`src/rtl/ddr2_init_pkg.sv`:
```
`timescale 1ns/1ps
package ddr2_init_pkg;

   localparam int STEP_W    = 4;
   localparam int NUM_STEPS = 15;
   localparam logic [STEP_W-1:0] LAST_STEP = STEP_W'(NUM_STEPS - 1);

   typedef enum logic [2:0] {
      CMD_NOP  = 3'd0,
      CMD_PALL = 3'd1,
      CMD_MRS  = 3'd2,
      CMD_EMRS = 3'd3,
      CMD_REF  = 3'd4,
      CMD_NORM = 3'd5,
      CMD_WR   = 3'd6
   } ddr2_cmd_e;

   typedef struct packed {
      ddr2_cmd_e  cmd;
      logic [1:0] bank;
      logic       dll_rst;
      logic       ocd_dflt;
   } step_t;

   // Program of the bring-up; the order is the behaviour.
   function automatic step_t step_lookup(input logic [STEP_W-1:0] idx);
      step_t s;
      s = '{cmd: CMD_NOP, bank: 2'd0, dll_rst: 1'b0, ocd_dflt: 1'b0};
      case (idx)
         4'd0, 4'd1:  s.cmd = CMD_NOP;
         4'd2, 4'd7:  s.cmd = CMD_PALL;
         4'd3:        begin s.cmd = CMD_EMRS; s.bank = 2'd2; end
         4'd4:        begin s.cmd = CMD_EMRS; s.bank = 2'd3; end
         4'd5:        begin s.cmd = CMD_EMRS; s.bank = 2'd1; end
         4'd6:        begin s.cmd = CMD_MRS;  s.dll_rst = 1'b1; end
         4'd8, 4'd9:  s.cmd = CMD_REF;
         4'd10:       s.cmd = CMD_MRS;
         4'd11:       begin s.cmd = CMD_EMRS; s.bank = 2'd1; s.ocd_dflt = 1'b1; end
         4'd12:       begin s.cmd = CMD_EMRS; s.bank = 2'd1; end
         4'd13:       s.cmd = CMD_NORM;
         4'd14:       s.cmd = CMD_WR;
         default:     s.cmd = CMD_NOP;
      endcase
      return s;
   endfunction

endpackage

```
`src/rtl/ddr2_bank_offset.sv`:
```
`timescale 1ns/1ps
module ddr2_bank_offset #(
   parameter int CFG_W = 2,
   parameter int OFF_W = 5
) (
   input  logic [CFG_W-1:0] col_code,
   input  logic [CFG_W-1:0] row_code,
   input  logic             seq_map,
   input  logic             narrow,
   output logic [OFF_W-1:0] bank_off
);

   localparam int MAX_OFF = 2 * ((1 << CFG_W) - 1) + 9 + 11 + 2;

   generate
      if (MAX_OFF >= (1 << OFF_W)) begin : g_bad_off_w
         $error("OFF_W too narrow for the largest bank offset");
      end
   endgenerate

   always_comb begin
      int acc;
      acc = int'(col_code) + 9;
      if (seq_map) acc = acc + int'(row_code) + 11;
      acc = acc + (narrow ? 1 : 2);
      bank_off = OFF_W'(acc);
   end

endmodule

```
`src/rtl/ddr2_step_decode.sv`:
```
`timescale 1ns/1ps
module ddr2_step_decode
   import ddr2_init_pkg::*;
#(
   parameter int              ADDR_W      = 32,
   parameter int              MR_W        = 14,
   parameter int              OFF_W       = 5,
   parameter int              DLL_RST_BIT = 8,
   parameter int              OCD_LSB     = 7,
   parameter int              OCD_W       = 3,
   parameter logic [MR_W-1:0] MRS_BASE    = '0,
   parameter logic [MR_W-1:0] EMRS1_BASE  = '0,
   parameter logic [MR_W-1:0] EMRS2_VAL   = '0
) (
   input  logic [STEP_W-1:0] step,
   input  logic [OFF_W-1:0]  bank_off,
   output ddr2_cmd_e         cmd,
   output logic [1:0]        bank,
   output logic [ADDR_W-1:0] addr,
   output logic [MR_W-1:0]   mrval
);

   generate
      if (DLL_RST_BIT >= MR_W || OCD_LSB + OCD_W > MR_W) begin : g_bad_field
         $error("mode-register fields exceed MR_W");
      end
   endgenerate

   step_t s;

   always_comb begin
      s    = step_lookup(step);
      cmd  = s.cmd;
      bank = s.bank;
      addr = ADDR_W'(s.bank) << bank_off;
   end

   always_comb begin
      mrval = '0;
      if (s.cmd == CMD_MRS) begin
         mrval              = MRS_BASE;
         mrval[DLL_RST_BIT] = s.dll_rst;
      end else if (s.cmd == CMD_EMRS) begin
         case (s.bank)
            2'd1: begin
               mrval                    = EMRS1_BASE;
               mrval[0]                 = 1'b0;
               mrval[OCD_LSB +: OCD_W]  = {OCD_W{s.ocd_dflt}};
            end
            2'd2:    mrval = EMRS2_VAL;
            default: mrval = '0;
         endcase
      end
   end

endmodule

```
`src/rtl/ddr2_delay_timer.sv`:
```
`timescale 1ns/1ps
module ddr2_delay_timer #(
   parameter int CNT_W = 16
) (
   input  logic             clk,
   input  logic             rst_n,
   input  logic             load,
   input  logic [CNT_W-1:0] len,
   output logic             busy,
   output logic             last
);

   logic [CNT_W-1:0] cnt;

   always_ff @(posedge clk or negedge rst_n) begin
      if (!rst_n)          cnt <= '0;
      else if (load)       cnt <= len;
      else if (cnt != '0)  cnt <= cnt - 1'b1;
   end

   assign busy = (cnt != '0);
   assign last = (cnt == CNT_W'(1));


   zero_len_chk: assert property (@(posedge clk) disable iff (!rst_n)
      load |-> len != '0);


   reload_busy_chk: assert property (@(posedge clk) disable iff (!rst_n)
      load |=> busy);

endmodule

```
`src/rtl/ddr2_pwrup_seq.sv`:
```
`timescale 1ns/1ps
module ddr2_pwrup_seq
   import ddr2_init_pkg::*;
#(
   parameter int              CLK_FREQ_HZ = 200_000_000,
   parameter int              WAIT_US     = 200,
   parameter int              CMD_GAP     = 4,
   parameter int              ADDR_W      = 32,
   parameter int              MR_W        = 14,
   parameter int              CFG_W       = 2,
   parameter int              DLL_RST_BIT = 8,
   parameter int              OCD_LSB     = 7,
   parameter int              OCD_W       = 3,
   parameter logic [MR_W-1:0] MRS_BASE    = 14'h0052,
   parameter logic [MR_W-1:0] EMRS1_BASE  = 14'h0004,
   parameter logic [MR_W-1:0] EMRS2_VAL   = 14'h0000
) (
   input  logic              clk,
   input  logic              rst_n,
   input  logic              start,
   input  logic [CFG_W-1:0]  cfg_col,
   input  logic [CFG_W-1:0]  cfg_row,
   input  logic              cfg_seq_map,
   input  logic              cfg_narrow,
   output logic              cmd_valid,
   input  logic              cmd_ready,
   output logic [2:0]        cmd_code,
   output logic [1:0]        cmd_bank,
   output logic [ADDR_W-1:0] cmd_addr,
   output logic [MR_W-1:0]   cmd_mrval,
   output logic              init_done
);

   localparam longint WAIT_CYC = (longint'(CLK_FREQ_HZ) / 64'd1_000_000) * longint'(WAIT_US);
   localparam int     CNT_W    = $clog2(WAIT_CYC + 1);
   localparam int     MAX_OFF  = 2 * ((1 << CFG_W) - 1) + 9 + 11 + 2;
   localparam int     OFF_W    = $clog2(MAX_OFF + 1);

   generate
      if (WAIT_CYC < 1)                 begin : g_bad_wait  $error("settle time is zero cycles"); end
      if (CMD_GAP < 1)                  begin : g_bad_gap   $error("CMD_GAP must be at least 1"); end
      if (longint'(CMD_GAP) > WAIT_CYC) begin : g_gap_wide  $error("CMD_GAP exceeds the settle time"); end
      if (ADDR_W < MAX_OFF + 2)         begin : g_bad_addr  $error("ADDR_W cannot hold the bank field"); end
   endgenerate

   typedef enum logic [1:0] {ST_IDLE, ST_ISSUE, ST_WAIT, ST_DONE} seq_st_e;

   seq_st_e           state;
   logic [STEP_W-1:0] step;
   logic [CFG_W-1:0]  col_q, row_q;
   logic              seq_q, narrow_q;
   logic [OFF_W-1:0]  bank_off;
   logic              accept, tmr_load, tmr_busy, tmr_last;
   logic [CNT_W-1:0]  tmr_len;
   ddr2_cmd_e         dec_cmd;
   logic [1:0]        dec_bank;
   logic [ADDR_W-1:0] dec_addr;
   logic [MR_W-1:0]   dec_mrval;

   ddr2_bank_offset #(.CFG_W(CFG_W), .OFF_W(OFF_W)) i_off (
      .col_code (col_q),
      .row_code (row_q),
      .seq_map  (seq_q),
      .narrow   (narrow_q),
      .bank_off (bank_off)
   );

   ddr2_step_decode #(
      .ADDR_W(ADDR_W), .MR_W(MR_W), .OFF_W(OFF_W), .DLL_RST_BIT(DLL_RST_BIT),
      .OCD_LSB(OCD_LSB), .OCD_W(OCD_W), .MRS_BASE(MRS_BASE),
      .EMRS1_BASE(EMRS1_BASE), .EMRS2_VAL(EMRS2_VAL)
   ) i_dec (
      .step     (step),
      .bank_off (bank_off),
      .cmd      (dec_cmd),
      .bank     (dec_bank),
      .addr     (dec_addr),
      .mrval    (dec_mrval)
   );

   ddr2_delay_timer #(.CNT_W(CNT_W)) i_tmr (
      .clk   (clk),
      .rst_n (rst_n),
      .load  (tmr_load),
      .len   (tmr_len),
      .busy  (tmr_busy),
      .last  (tmr_last)
   );

   assign accept   = (state == ST_ISSUE) && cmd_ready;
   assign tmr_load = accept && (step != LAST_STEP);
   assign tmr_len  = (step == '0) ? CNT_W'(WAIT_CYC) : CNT_W'(CMD_GAP);

   always_ff @(posedge clk or negedge rst_n) begin
      if (!rst_n) begin
         state    <= ST_IDLE;
         step     <= '0;
         col_q    <= '0;
         row_q    <= '0;
         seq_q    <= 1'b0;
         narrow_q <= 1'b0;
      end else begin
         case (state)
            ST_IDLE: if (start) begin
               state    <= ST_ISSUE;
               step     <= '0;
               col_q    <= cfg_col;
               row_q    <= cfg_row;
               seq_q    <= cfg_seq_map;
               narrow_q <= cfg_narrow;
            end
            ST_ISSUE: if (accept) begin
               state <= (step == LAST_STEP) ? ST_DONE : ST_WAIT;
            end
            ST_WAIT: if (tmr_last) begin
               state <= ST_ISSUE;
               step  <= step + 1'b1;
            end
            default: state <= ST_DONE;
         endcase
      end
   end

   assign cmd_valid = (state == ST_ISSUE);
   assign init_done = (state == ST_DONE);
   assign cmd_code  = cmd_valid ? 3'(dec_cmd) : 3'(CMD_NOP);
   assign cmd_bank  = cmd_valid ? dec_bank  : '0;
   assign cmd_addr  = cmd_valid ? dec_addr  : '0;
   assign cmd_mrval = cmd_valid ? dec_mrval : '0;


   hold_stable_chk: assert property (@(posedge clk) disable iff (!rst_n)
      cmd_valid && !cmd_ready |=> cmd_valid && $stable(cmd_code) && $stable(cmd_addr)
                                  && $stable(cmd_mrval) && $stable(cmd_bank));


   wait_nonzero_chk: assert property (@(posedge clk) disable iff (!rst_n)
      state == ST_WAIT |-> tmr_busy);


   done_sticky_chk: assert property (@(posedge clk) disable iff (!rst_n)
      init_done |=> init_done);


   done_quiet_chk: assert property (@(posedge clk) disable iff (!rst_n)
      init_done |-> !cmd_valid);


   emrs_bank_chk: assert property (@(posedge clk) disable iff (!rst_n)
      cmd_valid && cmd_code == 3'(CMD_EMRS) |-> cmd_bank != 2'd0);


   busy_start_chk: assert property (@(posedge clk) disable iff (!rst_n)
      state != ST_IDLE && start |=> state != ST_IDLE);


   reset_quiet_chk: assert property (@(posedge clk)
      !rst_n |-> !cmd_valid && !init_done);

endmodule

```
`config.mk`:
```
export PLATFORM = sky130hd
export DESIGN_NAME = ddr2_pwrup_seq
export DESIGN_NICKNAME = d
export VERILOG_FILES = /design/src/rtl/ddr2_init_pkg.sv /design/src/rtl/ddr2_bank_offset.sv /design/src/rtl/ddr2_step_decode.sv /design/src/rtl/ddr2_delay_timer.sv /design/src/rtl/ddr2_pwrup_seq.sv
export SDC_FILE = /design/constraint.sdc
export NUM_CORES = 1
export LEC_CHECK = 0
export ABC_AREA = 1
export CORE_MARGIN = 4
export CORE_UTILIZATION = 65
export CTS_CLUSTER_SIZE = 10
export DETAILED_ROUTE_END_ITERATION = 12
export DONT_BUFFER_PORTS = 1
export PLACE_DENSITY = 0.8
export SETUP_SLACK_MARGIN = 0.3
export SYNTH_ARGS = -nofsm -noshare
export SYNTH_HDL_FRONTEND = slang
export SYNTH_HIERARCHICAL = 1
export SYNTH_SLANG_ARGS = --single-unit
```
`constraint.sdc`:
```
create_clock -name clk -period 5.3 [get_ports clk]
set_input_delay 0.53 -clock clk [delete_from_list [all_inputs] [get_ports clk]]
set_output_delay 0.53 -clock clk [all_outputs]
set_load 0.01 [all_outputs]
```
# Yosys cells after proc, flatten, opt, wreduce, memory -nomap -nowiden
# Cells that the tools add are included.
[classes]
add_sub_neg = 6
eq_ne = 24
n_shift = 1
n_mux = 24
n_reduce_logical = 15
[op_table]
columns = ["operator", "n"]
rows = [
  ["$mux W16", 3],
  ["$mux W14", 3],
  ["$mux W32", 1],
  ["$shl A2 B5 Y32", 1],
  ["$eq A4 B4 Y1 const B", 7],
  ["$pmux W3 S6", 1],
  ["$eq A16 B1 Y1 const B", 1],
  ["$eq A4 B3 Y1 const B", 4],
  ["$reduce_bool A16 Y1", 1],
  ["$sub A16 B1 Y16 const B", 1],
  ["$pmux W2 S3", 2],
  ["$mux W10", 1],
  ["$mux W2", 5],
  ["$eq A4 B2 Y1 const B", 2],
  ["$mux W4", 2],
  ["$pmux W4 S2", 1],
  ["$eq A3 B2 Y1 const B", 2],
  ["$reduce_and A3 Y1", 2],
  ["$reduce_or A2 Y1", 3],
  ["$add A2 B4 Y5 const B", 1],
  ["$add A5 B2 Y5", 1],
  ["$add A5 B5 Y5", 1],
  ["$add A5 B5 Y5 const B", 1],
  ["$mux W5", 1],
  ["other kinds (15)", 22],
]
[word_totals]
register_bits = 28
input_bits = 10
output_inout_bits = 53
word_cells = 77

# Depth between registers and ports, before layout
# Gate-level depths: netlist (run 1).
[logic_depth]
depth_word = 8
depth_mapped = 19
depth_no_buf = 19

# Hierarchy
# Netlist (run 1), hierarchy kept.
[modules_own_cells]
columns = ["mod", "instances", "cells_each", "area_per_inst_um2"]
rows = [
  ["ddr2_delay_timer", 1, 165, 1149.9],
  ["ddr2_pwrup_seq", 1, 189, 1103.6],
  ["ddr2_step_decode", 1, 120, 593.1],
  ["ddr2_bank_offset", 1, 38, 246.5],
]

# Worst setup path before layout (run 1)
# No wires, ideal clock.
[synth_timing]
path_kind = "register -> output"
start = "register col_q[0]"
end = "output port cmd_addr[8]"
arrival_ns = 2.960
t_required_ns = 4.770
slack_ns = 1.810
stages_incl_launch_ff = 19
n_path_buf = 1
path_cell_list = "dfrtp_1 ha_1 inv_1 ha_1 inv_1 ha_1 nand2_1 o21ai_0 fa_1 nand3_1 nand2_1 clkbuf_1 inv_1 nand4_1 nand2_1 nand2_1 nor2_1 inv_1 nor2_1"
[synth_via]
elab_chain_cells = 7
[synth_rtl]
columns = ["item", "line_no", "text"]
rows = [
  ["start, declared", "ddr2_pwrup_seq.sv:50", "logic [CFG_W-1:0] col_q, row_q;"],
  ["start signal, assigned", "ddr2_pwrup_seq.sv:107", "col_q <= cfg_col;"],
  ["$add A2 B4 Y5 *", "ddr2_bank_offset.sv:23", "acc = int'(col_code) + 9;"],
  ["$add A5 B2 Y5", "ddr2_bank_offset.sv:24", "if (seq_map) acc = acc + int'(row_code) + 11;"],
  ["$add A5 B5 Y5", "ddr2_bank_offset.sv:24", ""],
  ["$mux W5 *", "ddr2_bank_offset.sv:24", ""],
  ["$add A5 B5 Y5 *", "ddr2_bank_offset.sv:25", "acc = acc + (narrow ? 1 : 2);"],
  ["via bank_off[2]", "ddr2_pwrup_seq.sv:52", "logic [OFF_W-1:0] bank_off;"],
  ["$shl A2 B5 Y32 *", "ddr2_step_decode.sv:35", "addr = ADDR_W'(s.bank) << bank_off;"],
  ["via dec_addr[8]", "ddr2_pwrup_seq.sv:57", "logic [ADDR_W-1:0] dec_addr;"],
  ["$mux W32 *", "ddr2_pwrup_seq.sv:128", "assign cmd_addr = cmd_valid ? dec_addr : '0;"],
  ["end, declared", "ddr2_pwrup_seq.sv:29", "output logic [ADDR_W-1:0] cmd_addr,"],
]
# The timed path passes the listed nets; every way through them passes the cells marked *.

# Worst setup path after layout (run 1)
[layout_timing]
start = "register col_q[0]"
end = "output port cmd_addr[28]"
# The elaborated chain is that of the path after synthesis.

==> out/qor.txt, run 1 <==
Outcome: completed
DR iter-0 viols: 160
Post-Syn Area: 0.003093 sq mm
Final setup viols: 0
CP endpoint kind: output pin
CP startpoint kind: register
Worst EP required: 4.77 ns
DIE HEIGHT: 76.98 microns
Root buf cell: clkbuf_8
Pwr Density: 113.0 mW/mm^2
CTS tree: done
Top cell type's share of synthesized area: 0.2265
FF+latch count, synth: 28
Slew Limit Fails: 0
Yosys warning count: 6
GRT overflow: 0
CTS buffer count: 3
Setup WS post-layout: 1.080 ns
Synth area leader: dfrtp_1
Clock network latency to the later pin of the worst-skew pair: 0.28 ns
Top cells by area, synth: dfrtp_1, nand2_1, inv_1
Crit share post-route: 0.7962
Met3 wire length: 290 microns
Buffers on Ports: 0
Post-Route M1 WL: 2905 microns
Worst-path clk slew: 0.10 ns
Clock Tree Buf Depth: 2
Pin count of the biggest net entering global routing: 52
Vias in the first global route: 2552
Clock sinks: 28
Highest routed metal layer: met4
First-pass GRT wire length: 11090 microns
Wirelength per Cell: 11.06 microns
Final nets: 537
Share of layout cells above drive strength 1: 0.09942
Placed cells: 560
Sequential fraction of the synthesis area: 0.2265
Area growth from synthesis to layout: 1.578%
Final GP Congestion: 0.8863
Max-Cap Viols: 0
Hold WC Path Type: primary input to asynchronous set/reset pin
Die area: 0.005926 sq mm
DR vias/cell: 4.942
Filler Cell Count: 387
Mean Syn Cell Area: 6.041 sq um
Core area: 0.004474 sq mm
Max VDD drop: 0.09525 mV
Final wirelength: 6250 microns
Clock Skew: 0.006483 ns
Number of diodes: 0
DRC errors left: 0
Arrival time worst endpoint: 3.69 ns
Setup TNS Final: 0 ns
Initial antenna violation count: 0
Mapped Cells: 512
DR pass1 iterations: 4
CP Class: register to output pin
H-tree depth: 1
Initial Utilization: 0.6913
Total track usage: 0.2167
Die W: 76.98 microns
Final Hold Viols: 0
Final core occ: 0.7022
I/O pin count: 63
Routed via count: 2792
Fin crit period: 4.220 ns
Actual slew at the worst max-slew pin: 0.8673 ns
Leakage: 1.598 nW
DP Worst Slack: 1.421 ns
FMAX: 237.0 MHz
DP HPWL: 4813 microns
Non-filler cells in the finished layout: 565
Post-route ant nets: 0
Met2 wire len: 3038 microns
Unrepaired setup endpoints after global routing: no
Row cnt: 24
Slew margin rel.: 0.4193
Yosys cell types: 38
Cts repair resizes: 0
Crit Path Max Fanout: 13
==> cell families (layout without fill, tap and decap cells) <==
group                    count (synthesis)  count (layout)  share of synthesized area
AND/OR/NAND/NOR                        315             315                     0.4761
other                                    2              17                   0.002428
adder cells (fa/ha/maj)                 13              13                    0.05744
AO/OA/AOI/OAI                           19              19                    0.03682
buffers and inverters                  129             115                     0.1832
XOR/XNOR                                 5               5                    0.01416
flip-flops                              28              28                     0.2265
multiplexers                             1               1                   0.003236
==> state kept, by name, indices dropped and copies added (netlist names) <==
register / cells
i_tmr/cnt: 16
col_q: 2
state: 2
narrow_q: 1
seq_q: 1
step: 4
row_q: 2
==> area by class of cell <==
cell class | instances | area (sq um) | share of cell area
tap | 52 | 65.06 | 0.02071
clock buffer | 4 | 55.05 | 0.01752
inverter | 109 | 411.6 | 0.1310
timing repair buffer | 2 | 27.53 | 0.008761
multi-input combinational | 370 | 1882 | 0.5990
sequential | 28 | 700.7 | 0.2230
==> timing repair <==
| action | in CTS | in global routing |
|---|---|---|
| endpoints found under the hold margin | 28 | 0 |
| setup buffers | 0 | 0 |
| hold buffers | 1 | 0 |
==> placed cells by master (no fill, tap or decap), types with 2 or more instances in the layout <==
master,n
dfrtp_1,28
xor2_1,3
nor2_2,13
nand4_1,8
nand2_4,3
nand2_1,126
xnor2_1,2
nor2_4,7
inv_1,103
a21oi_1,2
clkbuf_8,4
o21ai_1,5
nand2_2,10
nor2_1,101
nand3_4,2
nand3b_1,2
fa_1,2
nand3_1,37
ha_1,11
inv_2,4
o21ai_0,8
conb_1,17
==> worst max-delay path, stage by stage (launching register included) <==
cell	delay, ns
dfrtp_1	0.42
ha_1	0.29
inv_1	0.05
ha_1	0.27
inv_1	0.04
ha_1	0.27
nand2_1	0.05
o21ai_0	0.16
fa_1	0.29
inv_1	0.07
o211ai_1	0.71
nand2_1	0.33
a21oi_1	0.21
inv_1	0.06
nor2_1	0.19
==> layer usage <==
layer,GRT usage,vias up
li1,-,1495
met1,0.2852,1230
met2,0.3833,65
met3,0.02576,2
met4,0.04270,0
met5,0,-
==> report_power, final <==
group | total (W) | switching (W) | internal, W
registers | 0.000213 | 0 | 0.000213
clock network | 0.000133 | 0.0000664 | 0.0000666
logic | 0.00000855 | 0.00000642 | 0.00000213
==> through the flow <==
step / hold slack, ns / instance area (sq um) / power (W)
2_1_floorplan: 0.2344 / 3149 / 0.0002254
3_3_place_gp: 0.2354 / 3067 / 0.0002204
3_5_place_dp: 0.2350 / 3067 / 0.0002204
4_1_cts: 0.06072 / 3142 / 0.0003591
5_1_grt: 0.05818 / 3142 / 0.0003702
6_report: 0.05571 / 3142 / 0.0003550
==> worst paths after layout <==
kind                                       from                         to  slack, ns  cells after the start
hold / removal                            rst_n   i_tmr/cnt[1]$_DFFE_PN0P_       0.06                      1
min in group clk                     cfg_col[1]       col_q[1]$_DFFE_PN0P_       0.39                      2
max in group asynchronous                 rst_n  i_tmr/cnt[12]$_DFFE_PN0P_       5.07                      1
hold reg to reg            row_q[0]$_DFFE_PN0P_       row_q[0]$_DFFE_PN0P_       0.48                      2
setup reg to reg            step[0]$_DFFE_PN0P_  i_tmr/cnt[14]$_DFFE_PN0P_       3.29                     12
setup / recovery           col_q[0]$_DFFE_PN0P_               cmd_addr[28]       1.08                     14
==> synthesized netlist by cell type <==
master and number:
nand2_1 126, nor2_4 7, nand2_4 3, nand4_1 8, xor2_1 3, nand2_8 1, buf_2 1, xnor2_1 2
o211ai_1 1, o21ai_0 8, clkinv_1 1, nand2_2 10, nand4_4 1, nand3_1 37, o21ai_1 5, or2_2 1
nand3b_1 2, mux2i_1 1, a21oi_4 1, buf_4 11, inv_1 103, ha_1 11, a21boi_0 1, buf_6 5
nor3_1 1, nor2_1 101, conb_1 2, a22oi_1 1, nor4_1 1, dfrtp_1 28, nor2_8 1, fa_1 2
inv_4 1, clkbuf_1 3, nor2_2 13, nand3_4 2, inv_2 4, a21oi_1 2
No activity file was read; power rests on OpenSTA's default activity.
==> run 2: changes to the inputs <==
==> constraint.sdc (replaced) <==
create_clock -name clk -period 4.2 [get_ports clk]
set_input_delay 0.42 -clock clk [delete_from_list [all_inputs] [get_ports clk]]
set_output_delay 0.42 -clock clk [all_outputs]
set_load 0.01 [all_outputs]
==> run 2 against run 1 <==
Net effect:
- core utilization grew 1.2 points
- sequential cell count is the same
- die area is the same
- global-route usage shrank 0.46 points
- critical endpoint is now cmd_addr[2]
- critical path depth grew 2
- combinational power grew 35%
- sequential power grew 26%
- non-clock buffer count grew 5
- total power grew 19%
- via count is essentially flat
==> out/qor.txt, run 2 (synthesis results as in run 1) <==
Post-route ant nets: 0 (unchanged)
Clock network latency to the later pin of the worst-skew pair: 0.27 ns (was 0.28 ns)
Area growth from synthesis to layout: 3.358% (was 1.578%)
Final nets: 542 (was 537)
Total track usage: 0.2121 (was 0.2167)
Pwr Density: 132.4 mW/mm^2 (was 113.0 mW/mm^2)
CP startpoint kind: register (unchanged)
DIE HEIGHT: 76.98 microns (unchanged)
Fin crit period: 3.668 ns
Initial Utilization: 0.6913 (unchanged)
Share of layout cells above drive strength 1: 0.1277 (was 0.09942)
Worst Hold Launch: cfg_col[1]
Worst R2R Path Depth: 12 (unchanged)
CP Class: register to output pin (unchanged)
Die W: 76.98 microns (unchanged)
Pwr Total: 0.0004234 W (was 0.0003550 W)
Die area: 0.005926 sq mm (unchanged)
Worst-path clk slew: 0.09 ns (was 0.10 ns)
GRT overflow: 0 (unchanged)
Final GP Congestion: 0.8721 (was 0.8863)
Max VDD drop: 0.1716 mV (was 0.09525 mV)
Multi-input logic area: 0.001903 sq mm (was 0.001882 sq mm)
Slowest cell on crit path: fa_2 (was o211ai_1)
Worst EP required: 3.78 ns (was 4.77 ns)
Max stage delay on crit path: 0.52 ns (was 0.71 ns)
Vias in the first global route: 2479 (was 2552)
Row cnt: 24 (unchanged)
Clock Tree Buf Depth: 2 (unchanged)
Final setup viols: 0 (unchanged)
First-pass GRT wire length: 10750 microns (was 11090 microns)
FMAX: 272.7 MHz
Worst Hold Path EP: col_q[1]$_DFFE_PN0P_
Buffers on Ports: 0 (unchanged)
Clock Skew: 0.004180 ns (was 0.006483 ns)
Most common cell after layout, fill and taps aside: nand2_1 (unchanged)
CTS buffer count: 3 (unchanged)
Setup TNS Final: 0 ns (unchanged)
Core area: 0.004474 sq mm (unchanged)
Initial antenna violation count: 0 (unchanged)
Hold Crit Depth: 2
DR iter-0 viols: 133 (was 160)
DR pass1 iterations: 4 (unchanged)
Slew Limit Fails: 0 (unchanged)
RR Startpoint: step[0]$_DFFE_PN0P_ (unchanged)
Arrival time worst endpoint: 3.25 ns (was 3.69 ns)
CP endpoint kind: output pin (unchanged)
Routed via count: 2794 (was 2792)
I/O pin count: 63 (unchanged)
Clock sinks: 28 (unchanged)
Wirelength per Cell: 10.86 microns (was 11.06 microns)
Largest registers: i_tmr/cnt (16), step (4) (unchanged)
R2r setup slk: 2.21 ns (was 3.29 ns)
Crit Path Max Fanout: 6 (was 13)
R2R Path End: i_tmr/cnt[14]$_DFFE_PN0P_ (unchanged)
Outcome: completed (unchanged)
Largest register FFs: 16 (unchanged)
Leakage: 1.610 nW (was 1.598 nW)
Number of diodes: 0 (unchanged)
Max-Cap Viols: 0 (unchanged)
Filler Cell Count: 409 (was 387)
Commonest cells after routing, fill and taps aside: nand2_1, inv_1, nor2_1 (unchanged)
Pin count of the biggest net entering global routing: 52 (unchanged)
Biggest register: i_tmr/cnt (unchanged)
DRC errors left: 0 (unchanged)
Critical-path cell list: ha_1 -> inv_1 -> ha_1 -> inv_1 -> ha_1 -> nand2_1 -> o21ai_2 -> fa_2 -> clkinvlp_4 -> buf_4 -> nand3_1 -> nand2_2 -> nand3_1 -> nor2_1 -> inv_1 -> nor2_1 (was ha_1 -> inv_1 -> ha_1 -> inv_1 -> ha_1 -> nand2_1 -> o21ai_0 -> fa_1 -> inv_1 -> o211ai_1 -> nand2_1 -> a21oi_1 -> inv_1 -> nor2_1)
Unrepaired setup endpoints after global routing: no (unchanged)
Root buf cell: clkbuf_8 (unchanged)
Final Hold Viols: 0 (unchanged)
Crit share post-route: 0.8733
CTS tree: done (unchanged)
H-tree depth: 1 (unchanged)
Reg area: 700.7 sq um (unchanged)
DR vias/cell: 4.910 (was 4.942)
Hold WC Path Type: primary input to register (was primary input to asynchronous set/reset pin)
DP HPWL: 4852 microns (was 4813 microns)
Final wirelength: 6181 microns (was 6250 microns)
==> run 2: routing by layer <==
layer,track usage,share of wire
met4,0.04093,0.0081
met2,0.3789,0.48
met1,0.2739,0.46
met3,0.02927,0.058
met5,0,0
==> run 2: how the worst max path moves through the flow <==
stage / slack (ns) / start / to / depth (start not counted)
after detailed placement: 0.46 / col_q[0]$_DFFE_PN0P_ / cmd_addr[28] / 14
after global placement: 0.59 / col_q[0]$_DFFE_PN0P_ / cmd_addr[28] / 14
after floorplan: 0.82 / col_q[0]$_DFFE_PN0P_ / cmd_addr[8] / 18
after global routing: 0.30 / col_q[0]$_DFFE_PN0P_ / cmd_addr[13] / 16
after CTS: 0.30 / col_q[0]$_DFFE_PN0P_ / cmd_addr[8] / 17
final: 0.53 / col_q[0]$_DFFE_PN0P_ / cmd_addr[2] / 16
==> run 2: where the power goes <==
part	internal, W	switching [W]	total, W
logic	0.00000325	0.00000820	0.0000115
clock network	0.0000643	0.0000783	0.000143
registers	0.000269	0	0.000269
==> run 2: cell type report <==
type,instances,share of cell area
inverters,109,0.1311
repair buffers,7,0.02114
flip-flops and latches,28,0.2192
multi-input cells,370,0.5953
well taps,52,0.02035
clock buffers,3,0.01292
==> run 2: what timing repair did <==
action	CTS	global route
endpoints found under the setup margin	25	31
setup buffers	1	3
pin swaps	1	1
hold endpoints to repair	28	0
hold buffers	2	0
gates resized for setup	2	12
==> run 2: critical path: cells and delay by family, from the launching register on <==
kind | cells | cell delay, ns
AO/OA/AOI/OAI | 1 | 0.10
buffers and inverters | 5 | 0.40
flip-flops | 1 | 0.42
adder cells (fa/ha/maj) | 4 | 1.35
AND/OR/NAND/NOR | 6 | 0.70
==> run 2: metrics by stage <==
stage	setup WS [ns]	std cells	instance area (sq um)	hold WS [ns]	utilization
floorplan	0.8195	527	3149	0.1244	-
global placement	0.5886	560	3067	0.1254	0.6854
detailed placement	0.4638	560	3067	0.1252	0.6854
CTS	0.3024	566	3147	0.2818	0.7033
global route	0.2979	569	3197	0.2871	0.7145
finish	0.5323	569	3197	0.2862	0.7145
==> run 3: changes to the inputs <==
--- a/config.mk
+++ b/config.mk
@@ -6,12 +6,14 @@
 export NUM_CORES = 1
 export LEC_CHECK = 0
 export ABC_AREA = 1
+export CELL_PAD_IN_SITES_DETAIL_PLACEMENT = 1
+export CELL_PAD_IN_SITES_GLOBAL_PLACEMENT = 2
 export CORE_MARGIN = 4
-export CORE_UTILIZATION = 65
+export CORE_UTILIZATION = 34
 export CTS_CLUSTER_SIZE = 10
 export DETAILED_ROUTE_END_ITERATION = 12
 export DONT_BUFFER_PORTS = 1
-export PLACE_DENSITY = 0.8
+export PLACE_DENSITY = 0.81
 export SETUP_SLACK_MARGIN = 0.3
 export SYNTH_ARGS = -nofsm -noshare
 export SYNTH_HDL_FRONTEND = slang
==> run 3 against run 2 <==
Net effect:
- clock power is 55% higher
- sequential power hardly changed
- routed wire length is 26% higher
- global-route usage is 6.5 points lower
- total power is 19% higher
- critical path depth stayed put
- non-clock buffer count is 8 higher
- largest power group unchanged
- highest routed layer unchanged
==> out/qor.txt, run 3 (synthesis results as in run 1) <==
Largest registers: i_tmr/cnt (16), step (4) (unchanged)
Core area: 0.008806 sq mm (was 0.004474 sq mm)
Setup TNS Final: 0 ns (unchanged)
Pin count of the biggest net entering global routing: 52 (unchanged)
Vias in the first global route: 2801 (was 2479)
Area growth from synthesis to layout: 9.385% (was 3.358%)
First-pass GRT wire length: 12900 microns (was 10750 microns)
Sw Ratio: 0.2023 (was 0.2043)
Filler Cell Count: 1204 (was 409)
Leakage: 1.666 nW (was 1.610 nW)
FMAX: 272.3 MHz (was 272.7 MHz)
Total track usage: 0.1467 (was 0.2121)
Clock power share: 0.440 (was 0.337)
DP Worst Slack: 0.4875 ns (was 0.4638 ns)
Buffers on Ports: 0 (unchanged)
GRT overflow: 0 (unchanged)
CP endpoint kind: output pin (unchanged)
Met3 wire length: 231 microns (was 358 microns)
R2r setup slk: 2.15 ns (was 2.21 ns)
Most common cell after layout, fill and taps aside: nand2_1 (unchanged)
DIE HEIGHT: 103.4 microns (was 76.98 microns)
CTS tree: done (unchanged)
Fin crit period: 3.672 ns (was 3.668 ns)
Root buf cell: clkbuf_8 (unchanged)
DR pass1 iterations: 4 (unchanged)
Placed cells: 617 (was 560)
R2R Path End: i_tmr/cnt[14]$_DFFE_PN0P_ (unchanged)
Max VDD drop: 0.1274 mV (was 0.1716 mV)
Final setup viols: 0 (unchanged)
Routed via count: 2932 (was 2794)
Net Sw Power: 0.0001016 W (was 0.00008652 W)
Clock sinks: 28 (unchanged)
Critical Path Sink: cmd_addr[4] (was cmd_addr[2])
Initial antenna violation count: 0 (unchanged)
Commonest cells after routing, fill and taps aside: nand2_1, inv_1, nor2_1 (unchanged)
Actual slew at the worst max-slew pin: 0.5326 ns
Clock Skew: 0.006230 ns (was 0.004180 ns)
CP Class: register to output pin (unchanged)
Met2 wire len: 4039 microns (was 2946 microns)
Final Hold Viols: 0 (unchanged)
DR vias/cell: 4.625 (was 4.910)
Slew margin rel.: 0.6449
Biggest register: i_tmr/cnt (unchanged)
Hold WC Path Type: primary input to register (unchanged)
Post-route ant nets: 0 (unchanged)
Unrepaired setup endpoints after global routing: no (unchanged)
CP startpoint kind: register (unchanged)
I/O pin count: 63 (unchanged)
Share of layout cells above drive strength 1: 0.1540 (was 0.1277)
Clock Tree Buf Depth: 2 (unchanged)
Non-filler cells in the finished layout: 634 (was 569)
Worst EP required: 3.78 ns (about the same)
Clock network latency to the later pin of the worst-skew pair: 0.29 ns (was 0.27 ns)
Number of diodes: 0 (unchanged)
Max-Cap Viols: 0 (unchanged)
Slew Limit Fails: 0 (unchanged)
Setup WS post-layout: 0.5279 ns (was 0.5323 ns)
Worst-path clk slew: 0.10 ns (was 0.09 ns)
Crit path from: col_q[0]$_DFFE_PN0P_ (unchanged)
H-tree depth: 1 (unchanged)
Final nets: 550 (was 542)
Die area: 0.01069 sq mm (was 0.005926 sq mm)
Wirelength per Cell: 12.30 microns (was 10.86 microns)
Post-Route M1 WL: 3460 microns (was 2826 microns)
Worst Hold Launch: cfg_narrow (was cfg_col[1])
Sequential power share: 0.536 (was 0.636)
Worst R2R Path Depth: 12 (unchanged)
Final wirelength: 7797 microns (was 6181 microns)
Largest register FFs: 16 (unchanged)
Gate power share: 0.024 (was 0.027)
Highest routed metal layer: met4 (unchanged)
Arrival time worst endpoint: 3.25 ns (about the same)
DRC errors left: 0 (unchanged)
Final GP Congestion: 0.8202 (was 0.8721)
DR iter-0 viols: 41 (was 133)
Final core occ: 0.3842 (was 0.7145)
Pwr Density: 148.4 mW/mm^2 (was 132.4 mW/mm^2)
Cell Int Power: 0.0004006 W (was 0.0003369 W)
Row cnt: 34 (was 24)
Crit Path Max Fanout: 4 (was 6)
RR Startpoint: step[0]$_DFFE_PN0P_ (unchanged)
Outcome: completed (unchanged)
DP HPWL: 6282 microns (was 4852 microns)
CTS buffer count: 3 (unchanged)
Initial Utilization: 0.3512 (was 0.6913)
Crit share post-route: 0.8743 (was 0.8733)
Die W: 103.4 microns (was 76.98 microns)
[run 3: through the flow]
step | hold WS, ns | total power (W) | cell area, sq um
4_1_cts | 0.2604 | 0.0005101 | 3269
3_3_place_gp | 0.1259 | 0.0002780 | 3144
2_1_floorplan | 0.1244 | 0.0002844 | 3149
5_1_grt | 0.2526 | 0.0005247 | 3383
3_5_place_dp | 0.1260 | 0.0002781 | 3144
6_report | 0.2641 | 0.0005022 | 3383
[run 3: how the worst min path moves through the flow]
stage          cells after the start                        end
3_5_place_dp                       0  i_tmr/cnt[14]$_DFFE_PN0P_
6_report                           2       narrow_q$_DFFE_PN0P_
5_1_grt                            2       narrow_q$_DFFE_PN0P_
4_1_cts                            2       row_q[0]$_DFFE_PN0P_
2_1_floorplan                      0       col_q[0]$_DFFE_PN0P_
3_3_place_gp                       0   i_tmr/cnt[3]$_DFFE_PN0P_
[run 3: layer usage]
layer  vias up  GRT usage
met5         -          0
li1       1521          -
met1      1363     0.1773
met4         0    0.03287
met2        43     0.2804
met3         5    0.01073
[run 3: worst max-delay path, stage by stage (launching register included)]
cell	delay (ns)
dfrtp_1	0.41
ha_1	0.29
inv_1	0.06
ha_1	0.27
inv_1	0.04
ha_1	0.29
nand2_1	0.08
o21ai_2	0.08
fa_2	0.64
clkinvlp_4	0.14
nor2_4	0.13
nand2_2	0.07
nand2_1	0.08
nand2_1	0.07
nor2_1	0.10
inv_1	0.06
nor2_2	0.15
[run 3: power groups by stage]
stage                     combinational, W  clock (W)  sequential, W
after floorplan                 0.00000966          0       0.000275
after global placement          0.00000330          0       0.000275
after detailed placement        0.00000331          0       0.000275
after CTS                        0.0000122   0.000228       0.000269
after global routing             0.0000147   0.000241       0.000269
final                            0.0000120   0.000221       0.000269
[run 3: cell type report]
type | count | area (sq um) | share of cell area
inverter | 109 | 417.9 | 0.1235
sequential | 28 | 700.7 | 0.2071
timing repair buffer | 15 | 127.6 | 0.03772
clock inverter | 1 | 30.03 | 0.008876
multi-input combinational | 370 | 1931 | 0.5706
tap | 108 | 135.1 | 0.03994
clock buffer | 3 | 41.29 | 0.01220
[run 3: repair_timing]
| item | 4_1_cts | 5_1_grt |
|---|---|---|
| hold buffers | 2 | 0 |
| pin swaps | 1 | 4 |
| setup buffers | 2 | 9 |
| endpoints found under the hold margin | 28 | 0 |
| endpoints found under the setup margin | 19 | 32 |
| gates resized for setup | 5 | 17 |
